## src/rtl/lsr_pkg.sv

```systemverilog
package lsr_pkg;
  localparam int unsigned LSR_WIDTH = 8;
  localparam int unsigned LSR_SYNC_STAGES = 2;

  typedef enum logic [1:0] {
    OP_HOLD  = 2'd0,
    OP_LOAD  = 2'd1,
    OP_SHIFT = 2'd2
  } lsr_op_e;

  function automatic lsr_op_e lsr_decode(input logic shift_sel, input logic inhibit);
    if (inhibit) return OP_HOLD;
    else if (shift_sel) return OP_SHIFT;
    else return OP_LOAD;
  endfunction
endpackage

```

## src/rtl/lsr_rst_sync.sv

```systemverilog
module lsr_rst_sync #(
  parameter int unsigned STAGES = 2
) (
  input  logic clk_i,
  input  logic rst_ni,
  output logic rst_no
);
  logic [STAGES-1:0] sync_q;

  always_ff @(posedge clk_i or negedge rst_ni) begin
    if (!rst_ni) sync_q <= '0;
    else         sync_q <= {sync_q[STAGES-2:0], 1'b1};
  end

  assign rst_no = sync_q[STAGES-1];
endmodule

```

## src/rtl/lsr_op_decode.sv

```systemverilog
module lsr_op_decode
  import lsr_pkg::*;
(
  input  logic    shift_i,
  input  logic    inhibit_i,
  output lsr_op_e op_o
);
  always_comb op_o = lsr_decode(shift_i, inhibit_i);
endmodule

```

## src/rtl/lsr_stage_bank.sv

```systemverilog
module lsr_stage_bank
  import lsr_pkg::*;
#(
  parameter int unsigned WIDTH = 8
) (
  input  logic             clk_i,
  input  logic             rst_ni,
  input  lsr_op_e          op_i,
  input  logic             ser_i,
  input  logic [WIDTH-1:0] par_i,
  output logic [WIDTH-1:0] q_o
);
  for (genvar k = 0; k < WIDTH; k++) begin : g_stage
    logic shift_src;
    logic bit_q;

    if (k == 0) begin : g_head
      assign shift_src = ser_i;
    end else begin : g_body
      assign shift_src = q_o[k-1];
    end

    always_ff @(posedge clk_i or negedge rst_ni) begin
      if (!rst_ni) begin
        bit_q <= 1'b0;
      end else begin
        unique case (op_i)
          OP_LOAD:  bit_q <= par_i[k];
          OP_SHIFT: bit_q <= shift_src;
          default:  bit_q <= bit_q;
        endcase
      end
    end

    assign q_o[k] = bit_q;
  end
endmodule

```

## src/rtl/load_shift_reg.sv

```systemverilog
module load_shift_reg
  import lsr_pkg::*;
#(
  parameter int unsigned WIDTH       = LSR_WIDTH,
  parameter int unsigned SYNC_STAGES = LSR_SYNC_STAGES
) (
  input  logic             clk_i,
  input  logic             rst_ni,
  input  logic             shift_i,
  input  logic             inhibit_i,
  input  logic             ser_i,
  input  logic [WIDTH-1:0] par_i,
  output logic             ser_o,
  output logic [WIDTH-1:0] stages_o
);
  localparam int unsigned LAST = WIDTH - 1;

  logic    rst_rel_n;
  lsr_op_e op;

  // assert is async via rst_ni, release aligned to clk_i
  lsr_rst_sync #(.STAGES(SYNC_STAGES)) u_rst_sync (
    .clk_i  (clk_i),
    .rst_ni (rst_ni),
    .rst_no (rst_rel_n)
  );

  lsr_op_decode u_decode (
    .shift_i   (shift_i),
    .inhibit_i (inhibit_i),
    .op_o      (op)
  );

  lsr_stage_bank #(.WIDTH(WIDTH)) u_bank (
    .clk_i  (clk_i),
    .rst_ni (rst_rel_n),
    .op_i   (op),
    .ser_i  (ser_i),
    .par_i  (par_i),
    .q_o    (stages_o)
  );

  assign ser_o = stages_o[LAST];
endmodule

```

## config.mk

```make
export PLATFORM = sky130hd
export DESIGN_NAME = load_shift_reg
export DESIGN_NICKNAME = d
export VERILOG_FILES = /design/src/rtl/lsr_pkg.sv /design/src/rtl/lsr_rst_sync.sv /design/src/rtl/lsr_op_decode.sv /design/src/rtl/lsr_stage_bank.sv /design/src/rtl/load_shift_reg.sv
export SDC_FILE = /design/constraint.sdc
export NUM_CORES = 1
export LEC_CHECK = 0
export ABC_AREA = 1
export BUFFER_PORTS_ARGS = -buffer_cell sky130_fd_sc_hd__buf_2
export CAP_MARGIN = 30
export CORE_MARGIN = 3
export CORE_UTILIZATION = 40
export DETAILED_ROUTE_END_ITERATION = 7
export PLACE_DENSITY = 0.77
export SLEW_MARGIN = 30
export SYNTH_ARGS = -nofsm -noshare
export SYNTH_HDL_FRONTEND = slang
export SYNTH_SLANG_ARGS = --single-unit
```

## constraint.sdc

```tcl
create_clock -name clk_i -period 0.8 [get_ports clk_i]
set_input_delay 0.08 -clock clk_i [delete_from_list [all_inputs] [get_ports clk_i]]
set_output_delay 0.08 -clock clk_i [all_outputs]
set_load 0.005 [all_outputs]
```

Word level (Yosys, flattened, before mapping)
Cells that the tools add are included.
{"block": "classes", "n_eq_ne": 2, "n_reduce_logical": 1, "muxes": 10}
{"cell": "one-hot mux 1 bit (2 select lines)", "n": 8}
{"cell": "2-to-1 mux 2 bit", "n": 2}
{"cell": "== test 2 x 1 -> 1 bit (second input constant)", "n": 1}
{"cell": "== test 2 bit (second input constant)", "n": 1}
{"cell": "nonzero test 2 bit", "n": 1}
{"block": "totals", "wordCells": 22, "output_inout_bits": 9, "register_bits": 10}

Depth between registers and ports, before layout
Gate-level depths: netlist (run 1).
{"block": "logic_depth", "word_depth": 4, "ltp_mapped": 5, "depth_no_buf": 4}

Cells and area by module
A second synthesis (run 1) with hierarchy kept.
{"block": "unflattened", "hier_cells": 85, "hier_area_um2": 591.8}
{"mod": "lsr_stage_bank", "cells_per_inst": 78, "area_each_um2": 516.7, "n_inst": 1}
{"mod": "lsr_rst_sync", "cells_per_inst": 3, "area_each_um2": 53.8, "n_inst": 1}
{"mod": "lsr_op_decode", "cells_per_inst": 3, "area_each_um2": 13.8, "n_inst": 1}
{"mod": "load_shift_reg", "cells_per_inst": 1, "area_each_um2": 7.5, "n_inst": 1}

Worst setup path before layout (run 1)
Ideal clock, no wire load.
{"block": "synth_path", "kind": "register -> register", "from": "reg u_bank.g_stage[0].bit_q", "to": "reg u_bank.g_stage[1].bit_q", "stages_incl_launch_ff": 5, "required_time_ps": 683, "setup_time_ps": 117, "slack_ps": 126, "arrival_ps": 557, "synth_period_minus_slack_ps": 674, "n_path_buf": 0, "cell_sequence": "dfrtp_1 > inv_1 > nand2_1 > nand3_1 > nand2_1"}
{"block": "synth_via", "elab_chain_cells": 1}
{"element": "start: declaration", "line_no": "lsr_stage_bank.sv:15", "source": "logic bit_q;"}
{"element": "start signal: assignment", "line_no": "lsr_stage_bank.sv:28", "source": "OP_LOAD: bit_q <= par_i[k];"}
{"element": "start signal: assignment", "line_no": "lsr_stage_bank.sv:29", "source": "OP_SHIFT: bit_q <= shift_src;"}
{"element": "start signal: assignment", "line_no": "lsr_stage_bank.sv:30", "source": "default: bit_q <= bit_q;"}
{"element": "one-hot mux 1 bit (2 select lines)", "line_no": "lsr_stage_bank.sv:27", "source": "unique case (op_i)"}
{"element": "end signal: assignment", "line_no": "lsr_stage_bank.sv:28"}
{"element": "end signal: assignment", "line_no": "lsr_stage_bank.sv:29"}
{"element": "end signal: assignment", "line_no": "lsr_stage_bank.sv:30"}
{"element": "end: declaration", "line_no": "lsr_stage_bank.sv:15"}
No other way between the ends.
A chain may end at the register's enable or synchronous reset.

Worst setup path after layout (run 1)
{"block": "layout_path", "from": "reg u_bank.g_stage[1].bit_q", "to": "out stages_o[1]"}
{"element": "end: declaration", "line_no": "load_shift_reg.sv:14", "source": "output logic [WIDTH-1:0] stages_o"}
No word-level cell between the ends.

==> results of run 1 <==
[layer usage]
metal	share of wire [%]	global-route usage, %	up-vias
met5	0	0	-
met4	0.93	9.04	0
met3	6.9	3.81	2
met2	49	19.8	17
met1	43	16.3	222
li1	-	-	262
[flip-flops by register name (all words and copies together) (netlist names)]
register,cells
u_bank.g_stage.bit_q,8
u_rst_sync.sync_q,2
[final cells by class]
type                            count  share of cell area [%]
Clock buffer                        4                    4.88
Sequential cell                    10                    33.7
Timing Repair Buffer               28                    24.6
Tap cell                           14                    2.36
Inverter                           18                    9.09
Multi-Input combinational cell     41                    25.4
[report_power, final]
part	internal, mW	switching, mW
Clock	0.276	0.180
Sequential	0.559	0.0378
Combinational	0.178	0.157
[cells by family after synthesis]
kind of cell	count (synthesis)
buf+inv	28
flops	10
simple gates	40
other cells	1
[Yosys cell counts]
cell type / number
dfrtp_1: 10
inv_2: 2
buf_2: 1
buf_4: 9
conb_1: 1
nand2_1: 32
inv_1: 16
nand3_1: 8
[layout by cell type, fill, tap and decap left out]
cell           count
buf_2             21
buf_6              6
clkbuf_4           3
clkbuf_8           1
conb_1             1
dfrtp_1           10
dlygate4sd3_1      1
inv_1             10
inv_2              8
nand2_1           28
nand2_2            4
nand3_1            5
nand3_2            3
[what timing repair did]
| action | in CTS | in global routing |
|---|---|---|
| endpoints found under the setup margin | 9 | 15 |
| endpoints found under the hold margin | 2 | 0 |
| hold buffers | 1 | 0 |
| setup buffers | 6 | 0 |
| pin swaps | 6 | 5 |
| gates resized for setup | 0 | 19 |
[worst max path at each step]
| stage | to | slack [ns] | cells past startpoint |
|---|---|---|---|
| global placement | u_bank.g_stage[7].bit_q$_DFFE_PN0P_ | 0.08 | 4 |
| finish | stages_o[1] | -0.07 | 1 |
| CTS | stages_o[0] | -0.07 | 1 |
| detailed placement | u_bank.g_stage[5].bit_q$_DFFE_PN0P_ | 0.07 | 4 |
| floorplan | u_bank.g_stage[1].bit_q$_DFFE_PN0P_ | 0.13 | 4 |
| global route | stages_o[2] | -0.11 | 1 |
[per-stage QoR]
| stage | cells | hold slack [ns] | utilization, % | total power, mW |
|---|---|---|---|---|
| 2_1_floorplan | 79 | -0.216 | - | 0.790 |
| 3_3_place_gp | 104 | -0.134 | 50.3 | 0.823 |
| 3_5_place_dp | 104 | -0.134 | 50.3 | 0.828 |
| 4_1_cts | 115 | 0.104 | 57.9 | 1.34 |
| 5_1_grt | 115 | 0.125 | 61.9 | 1.48 |
| 6_report | 115 | 0.103 | 61.9 | 1.39 |
==> impl_metrics.env, run 1 <==
export IMPL_failed_checks="negative setup slack"
export IMPL_rrSetupSlack_ns=-0.02
export IMPL_grt_pass1_vias=465
export IMPL_synth_adder_area_share_pct=0
export IMPL_clock_sinks=10
export IMPL_initial_core_util_pct=46.1
export IMPL_multi_input_area_sq_um=189
export IMPL_clkTransAtPathRegs_ns=0.07
export IMPL_rr_startpoint="u_bank.g_stage[1].bit_q$_DFFE_PN0P_"
export IMPL_dp_hpwl_microns=773
export IMPL_fin_ws_ns=-0.0670
export IMPL_status="finished with violations"
export IMPL_port_buffers=21
export IMPL_drcViolationCount=0
export IMPL_critical_path_startpoint="u_bank.g_stage[1].bit_q$_DFFE_PN0P_"
export IMPL_worstSetupStartpointType="flop"
export IMPL_p_leak_nw=0.464
export IMPL_route_detailed_wl_per_inst_microns=10.2
export IMPL_path_cells="buf_2"
export IMPL_clock_fmax_mhz=1150
export IMPL_areaGrowthSynthToFinish_pct=34.1
export IMPL_globalplace_congestion=0.749
export IMPL_fin_area_sq_um=743
export IMPL_holdPathEnd="u_bank.g_stage[1].bit_q$_DFFE_PN0P_"
export IMPL_synth_cells=79
export IMPL_synth_ff_latch_count=10
export IMPL_cp_data_required_time_ns=0.72
export IMPL_synth_top_area_share_pct=45.1
export IMPL_crit_path_max_incr_delay_ns=0.40
export IMPL_yosys_warnings=0
export IMPL_crit_family="flip-flops"
export IMPL_synth_cell_type_count=8
export IMPL_rsz0062_at_grt="true"
export IMPL_row_count=12
export IMPL_antennaDiodeCount=0
export IMPL_seqCellArea_sq_um=250
export IMPL_ff2ff_path_depth=5
export IMPL_numCtsBuffers=3
export IMPL_yosys_top_cells_area="dfrtp_1 (45%), nand2_1 (22%), buf_4 (12%)"
export IMPL_hold_path_depth=5
export IMPL_drtIter0Drc=11
export IMPL_die_w_microns=43.2
export IMPL_critical_path_max_fanout=2
export IMPL_core_area_sq_um=1200
export IMPL_fillCellCount=115
export IMPL_r2r_end="u_bank.g_stage[2].bit_q$_DFFE_PN0P_"
export IMPL_place_ws_ns=0.0739
export IMPL_antenna_found_initial=0
export IMPL_synth_top_family_by_area="simple AND/OR/NAND/NOR gates"
export IMPL_period_share_pct=108
export IMPL_cts_root_buf="clkbuf_4"
export IMPL_num_vias=503
export IMPL_wirelength_microns=1180
export IMPL_synth_area_sq_um=554
export IMPL_worst_setup_path_end_kind="primary output"
export IMPL_drv_cap=0
export IMPL_final_layout_size_suffix_gt1_share_pct=45.5
export IMPL_fin_crit_ns=0.867
export IMPL_synth_area_per_cell_sq_um=7.02
export IMPL_worstSetupPathType="reg2out"
export IMPL_place_area_sq_um=604
export IMPL_drv_slew=0
export IMPL_tns_ns=-0.538
export IMPL_dr_pass1_iters=4
export IMPL_vdd_drop_max_mv=1.41
export IMPL_htree_num_levels=1
export IMPL_grt_first_pass_wirelength_microns=1830
export IMPL_path_buf_inv=1
export IMPL_num_nets_final=115
export IMPL_boundaryPins=22
export IMPL_syn_nets=92
export IMPL_via_per_inst=4.37
export IMPL_hp_class="in2reg"
export IMPL_setup_viol=13
export IMPL_grt_util_all_layers_pct=13.3
export IMPL_clockBufferDepth=2
export IMPL_synth_xor_area_share_pct=0
export IMPL_die_h_microns=43.2
export IMPL_fin_worst_skew_ns=0.00447
export IMPL_clock_latency_ns=0.26
export IMPL_grt_max_degree=10
export IMPL_power_density_nw_per_um2=1870
export IMPL_cts_tree="yes"
export IMPL_crit_slowest_cell="dfrtp_1"
export IMPL_die_area_sq_um=1870
export IMPL_synthMuxAreaShare_pct=0
export IMPL_ant_nets=0
export IMPL_hold_viol=0
export IMPL_grt_overflow=0
export IMPL_worstHoldStart="par_i[1]"
export IMPL_synth_simple_area_share_pct=28.9
export IMPL_synth_compound_area_share_pct=0
export IMPL_seq_area_frac_synth_pct=45.1
export IMPL_crit_arrival_ns=0.79
export IMPL_synth_largest_area_cell="dfrtp_1"
Power figures use the tool's default switching activity.
==> inputs of run 2 (changes only) <==
- CORE_AREA: unset -> 3 3 40 42
- CORE_MARGIN: 3 -> unset
- CORE_UTILIZATION: 40 -> unset
- DIE_AREA: unset -> 0 0 43 45
- PLACE_DENSITY: 0.77 -> 0.76
- clock period: 0.8 -> 0.9 ns (I/O delays scaled with it)
==> impl_metrics.env, run 2 (synthesis gave the netlist of run 1 again) <==
export IMPL_rsz0062_at_grt="true"
export IMPL_grt_max_degree=10
export IMPL_clkTransAtPathRegs_ns=0.07
export IMPL_dp_hpwl_microns=822
export IMPL_switching_share_pct=27.8
export IMPL_largest_reg_flops=8
export IMPL_seq_power_share_pct=51.0
export IMPL_port_buffers=21
export IMPL_grt_first_pass_wirelength_microns=1610
export IMPL_hold_viol=0
export IMPL_tns_ns=0
export IMPL_die_h_microns=45
export IMPL_crit_path_max_incr_delay_ns=0.40
export IMPL_seqCellArea_sq_um=250
export IMPL_route_detailed_wl_per_inst_microns=10.2
export IMPL_final_layout_size_suffix_gt1_share_pct=29.2
export IMPL_core_area_sq_um=1280
export IMPL_numCtsBuffers=3
export IMPL_power_density_nw_per_um2=1600
export IMPL_ant_nets=0
export IMPL_path_cells="buf_2"
export IMPL_r2r_end="u_bank.g_stage[6].bit_q$_DFFE_PN0P_"
export IMPL_critical_path_max_fanout=3
export IMPL_p_total_mw=1.05
export IMPL_clkPwrFrac_pct=28.6
export IMPL_grt_overflow=0
export IMPL_path_depth=1
export IMPL_ff2ff_path_depth=5
export IMPL_drv_cap=0
export IMPL_holdWs_ns=0.112
export IMPL_period_share_pct=98.9
export IMPL_dr_pass1_iters=4
export IMPL_num_nets_final=111
export IMPL_drv_slew=0
export IMPL_boundaryPins=22
export IMPL_p_int_mw=0.756
export IMPL_die_area_sq_um=1940
export IMPL_fin_crit_ns=0.890
export IMPL_layout_common_cells="nand2_1 (32), buf_2 (21), inv_1 (16)"
export IMPL_crit_slowest_cell="dfrtp_1"
export IMPL_initial_core_util_pct=43.1
export IMPL_crit_arrival_ns=0.80
export IMPL_critical_path_startpoint="u_bank.g_stage[6].bit_q$_DFFE_PN0P_"
export IMPL_power_share_combinational_pct=20.4
export IMPL_clock_fmax_mhz=1120
export IMPL_status="completed"
export IMPL_areaGrowthSynthToFinish_pct=17.8
export IMPL_antenna_found_initial=0
export IMPL_vdd_drop_max_mv=1.07
export IMPL_crit_family="flip-flops"
export IMPL_rrSetupSlack_ns=0.06
export IMPL_antennaDiodeCount=0
export IMPL_cp_data_required_time_ns=0.81
export IMPL_fillCellCount=131
export IMPL_hp_class="in2reg"
export IMPL_hold_path_depth=5
export IMPL_worstSetupStartpointType="flop"
export IMPL_setup_viol=0
export IMPL_grt_util_all_layers_pct=12.1
export IMPL_clockBufferDepth=2
export IMPL_cts_root_buf="clkbuf_4"
export IMPL_worst_setup_path_end_kind="primary output"
export IMPL_fin_util_pct=50.8
export IMPL_final_common_cell="nand2_1"
export IMPL_globalplace_congestion=0.798
export IMPL_cts_tree="yes"
export IMPL_worstSetupEndpoint="stages_o[6]"
export IMPL_clock_sinks=10
export IMPL_drcViolationCount=0
export IMPL_regMostFlops="u_bank.g_stage.bit_q"
export IMPL_ctsResizeCount=0
export IMPL_row_count=13
export IMPL_top_regs="u_bank.g_stage.bit_q x8, u_rst_sync.sync_q x2"
export IMPL_p_leak_nw=0.428
export IMPL_via_per_inst=4.40
export IMPL_rr_startpoint="u_bank.g_stage[5].bit_q$_DFFE_PN0P_"
export IMPL_drtIter0Drc=8
export IMPL_path_buf_inv=1
export IMPL_die_w_microns=43
export IMPL_wirelength_microns=1130
export IMPL_worstSetupPathType="reg2out"
export IMPL_multi_input_area_sq_um=164
export IMPL_clock_latency_ns=0.26
export IMPL_fin_worst_skew_ns=0.00687
export IMPL_htree_num_levels=1
export IMPL_num_vias=488
export IMPL_p_switching_mw=0.291
export IMPL_grt_pass1_vias=378
-- run 2: cell types whose count changed in the layout (fill, tap and decap cells not counted), moves of 4 or more --
cell,change
buf_6,-6
inv_1,+6
inv_2,-6
nand2_1,+4
nand2_2,-4
-- run 2: layer usage --
layer	GRT usage, %	part of all wire (%)
met5	0	0
met4	14.5	4.0
met3	2.39	7.8
met2	16.5	43
met1	14.5	46
-- run 2: how the worst min path moves through the flow --
stage	to	slack, ns	from
after floorplan	u_rst_sync.sync_q[0]$_DFF_PN0_	-0.21	rst_ni
after global placement	u_rst_sync.sync_q[0]$_DFF_PN0_	-0.12	rst_ni
after detailed placement	u_rst_sync.sync_q[0]$_DFF_PN0_	-0.12	rst_ni
after CTS	u_bank.g_stage[3].bit_q$_DFFE_PN0P_	0.11	par_i[3]
after global routing	u_rst_sync.sync_q[0]$_DFF_PN0_	0.15	rst_ni
final	u_bank.g_stage[3].bit_q$_DFFE_PN0P_	0.11	par_i[3]
-- run 2: repair_timing --
item | 4_1_cts | 5_1_grt
hold buffers | 1 | 0
hold endpoints to repair | 2 | 0
buffers inserted | 0 | 2
setup endpoints to repair | 0 | 4
-- run 2: cell type report --
type | instances | area share (%)
Clock buffer | 3 | 3.45
Inverter | 18 | 10.3
Multi-Input combinational cell | 41 | 25.1
Sequential cell | 10 | 38.3
Tap cell | 15 | 2.87
Timing Repair Buffer | 24 | 19.9
-- run 2: through the flow --
stage | std cells | setup slack, ns | cell area [sq um]
after floorplan | 79 | 0.226 | 554
after global placement | 105 | 0.177 | 606
after detailed placement | 105 | 0.154 | 606
after CTS | 109 | 0.0111 | 638
after global routing | 111 | -0.0156 | 653
final | 111 | 0.0102 | 653
-- run 2: power groups by stage --
stage                     clock network [mW]  registers, mW  logic [mW]
after floorplan                            0          0.537       0.165
after global placement                     0          0.542       0.189
after detailed placement                   0          0.545       0.194
after CTS                              0.306          0.536       0.198
after global routing                   0.322          0.541       0.243
final                                  0.300          0.534       0.214
==> inputs of run 3 (changes only) <==
- ABC_AREA: 1 -> unset
- PLACE_DENSITY: 0.76 -> 0.71
==> impl_metrics.env, run 3 <==
export IMPL_synth_compound_area_share_pct=8.23
export IMPL_synth_cells=45
export IMPL_vdd_drop_max_mv=0.903
export IMPL_via_per_inst=4.45
export IMPL_grt_pass1_vias=309
export IMPL_yosys_warnings=0
export IMPL_clockBufferDepth=2
export IMPL_crit_arrival_ns=0.79
export IMPL_ctsResizeCount=0
export IMPL_fin_worst_skew_ns=0.00463
export IMPL_grt_util_all_layers_pct=10.1
export IMPL_synth_area_per_cell_sq_um=10.8
export IMPL_synth_common_cells="dfrtp_1 (10), buf_4 (8), mux2i_1 (8), nand2_1 (8), o21ai_1 (8)"
export IMPL_port_buffers=21
export IMPL_grt_max_degree=17
export IMPL_fin_crit_ns=0.884
export IMPL_ant_nets=0
export IMPL_cts_tree="yes"
export IMPL_worstSetupStartpointType="flop"
export IMPL_core_area_sq_um=1280
export IMPL_row_count=13
export IMPL_seq_area_frac_synth_pct=51.4
export IMPL_synth_ff_latch_count=10
export IMPL_clkTransAtPathRegs_ns=0.07
export IMPL_yosys_top_cells_area="dfrtp_1 (51%), mux2i_1 (16%), buf_4 (12%)"
export IMPL_status="completed"
export IMPL_synth_top_area_share_pct=51.4
export IMPL_clock_sinks=10
export IMPL_num_nets_final=81
export IMPL_worstSetupPathType="reg2out"
export IMPL_route_detailed_wl_per_inst_microns=10.8
export IMPL_largest_reg_flops=8
export IMPL_tns_ns=0
export IMPL_die_w_microns=43
export IMPL_drcViolationCount=0
export IMPL_crit_slowest_cell="dfrtp_1"
export IMPL_dr_pass1_iters=2
export IMPL_async_flop_share_pct=100
export IMPL_fillCellCount=124
export IMPL_hold_path_depth=3
export IMPL_grt_first_pass_wirelength_microns=1370
export IMPL_p_leak_nw=0.339
export IMPL_multi_input_area_sq_um=154
export IMPL_path_buf_inv=1
export IMPL_seqCellArea_sq_um=250
export IMPL_numCtsBuffers=3
export IMPL_clock_fmax_mhz=1130
export IMPL_synth_edff_count=0
export IMPL_synth_flop_cell="dfrtp_1"
export IMPL_synth_cell_type_count=7
export IMPL_setup_viol=0
export IMPL_rsz0062_at_grt="true"
export IMPL_synth_top_family_by_area="buffers and inverters"
export IMPL_areaGrowthSynthToFinish_pct=27.2
export IMPL_regMostFlops="u_bank.g_stage.bit_q"
export IMPL_top_regs="u_bank.g_stage.bit_q x8, u_rst_sync.sync_q x2"
export IMPL_crit_path_max_incr_delay_ns=0.40
export IMPL_synthMuxAreaShare_pct=16.5
export IMPL_final_common_cell="buf_2"
export IMPL_antenna_found_initial=0
export IMPL_die_area_sq_um=1940
export IMPL_worst_setup_path_end_kind="primary output"
export IMPL_initial_core_util_pct=37.9
export IMPL_period_share_pct=98.3
export IMPL_hold_viol=0
export IMPL_crit_family="flip-flops"
export IMPL_clock_latency_ns=0.26
export IMPL_critical_path_max_fanout=3
export IMPL_finalNonFillerCells=82
export IMPL_drv_cap=0
export IMPL_hp_class="in2reg"
export IMPL_synth_simple_area_share_pct=6.17
export IMPL_power_density_nw_per_um2=1860
export IMPL_wirelength_microns=883
export IMPL_num_vias=365
export IMPL_synth_largest_area_cell="dfrtp_1"
export IMPL_cts_root_buf="clkbuf_4"
export IMPL_die_h_microns=45
export IMPL_cp_data_required_time_ns=0.81
export IMPL_synth_adder_area_share_pct=0
export IMPL_path_cells="buf_2"
export IMPL_htree_num_levels=1
export IMPL_synth_area_sq_um=487
export IMPL_syn_nets=58
export IMPL_globalplace_congestion=0.675
export IMPL_path_depth=1
export IMPL_dp_hpwl_microns=630
export IMPL_place_inst=71
export IMPL_rrSetupSlack_ns=0.07
export IMPL_yosysMostFrequentCell="dfrtp_1"
export IMPL_layout_common_cells="buf_2 (21), dfrtp_1 (10), mux2i_1 (8), nand2_1 (8), o21ai_1 (8)"
export IMPL_antennaDiodeCount=0
export IMPL_drtIter0Drc=2
export IMPL_ff2ff_path_depth=3
export IMPL_boundaryPins=22
export IMPL_grt_overflow=0
export IMPL_synth_xor_area_share_pct=0
export IMPL_drv_slew=0
export IMPL_final_layout_size_suffix_gt1_share_pct=46.3
[run 3: worst register-to-register path: stages (launching register included)]
cell     delay, ns
dfrtp_1       0.37
buf_4         0.14
mux2i_1       0.12
o21ai_1       0.07
[run 3: layout make-up]
class                   instances  area share (%)
well taps                      15            3.03
repair buffers                 28            25.9
flip-flops and latches         10            40.4
multi-input cells              25            24.8
clock buffers                   4            5.86
[run 3: worst paths after layout]
check                                                 endpoint                                start
max                                                stages_o[5]  u_bank.g_stage[5].bit_q$_DFFE_PN0P_
min                        u_bank.g_stage[6].bit_q$_DFFE_PN0P_                             par_i[6]
max reg2reg                u_bank.g_stage[4].bit_q$_DFFE_PN0P_  u_bank.g_stage[3].bit_q$_DFFE_PN0P_
min reg2reg                u_bank.g_stage[5].bit_q$_DFFE_PN0P_       u_rst_sync.sync_q[1]$_DFF_PN0_
max in group asynchronous  u_bank.g_stage[0].bit_q$_DFFE_PN0P_       u_rst_sync.sync_q[1]$_DFF_PN0_
min in group asynchronous  u_bank.g_stage[5].bit_q$_DFFE_PN0P_       u_rst_sync.sync_q[1]$_DFF_PN0_
[run 3: repair_timing]
item / in CTS / in global routing
hold buffers: 1 / 0
endpoints found under the hold margin: 2 / 0
buffers inserted: 1 / 5
endpoints found under the setup margin: 1 / 8
[run 3: report_power, final]
part	internal (mW)	switching [mW]	total [mW]	leakage, nW
Combinational	0.131	0.0878	0.218	0.196
Clock	0.245	0.150	0.395	0.0210
Sequential	0.499	0.0360	0.535	0.122
Total	0.875	0.274	1.15	0.339
[run 3: routing by layer]
layer | global-route usage [%] | wire length (microns)
met5 | 0 | 0
met1 | 11.8 | 382
met4 | 7.23 | 10
met3 | 5.98 | 98
met2 | 13.8 | 391
[run 3: logic make-up after synthesis]
| group | Yosys count |
|---|---|
| compound gates | 8 |
| flops | 10 |
| simple gates | 8 |
| mux | 8 |
| other cells | 1 |
| buf+inv | 10 |
[run 3: metrics by stage]
stage          area (sq um)  hold WS, ns  utilization [%]  total power [mW]  setup slack, ns
5_1_grt                 619       0.0994             48.2              1.22          -0.0219
3_5_place_dp            528       -0.121             41.1             0.715            0.129
3_3_place_gp            528       -0.124             41.1             0.708            0.156
6_report                619       0.0902             48.2              1.15           0.0157
2_1_floorplan           487       -0.206                -             0.689            0.231
4_1_cts                 582       0.0910             45.3              1.13          0.00549
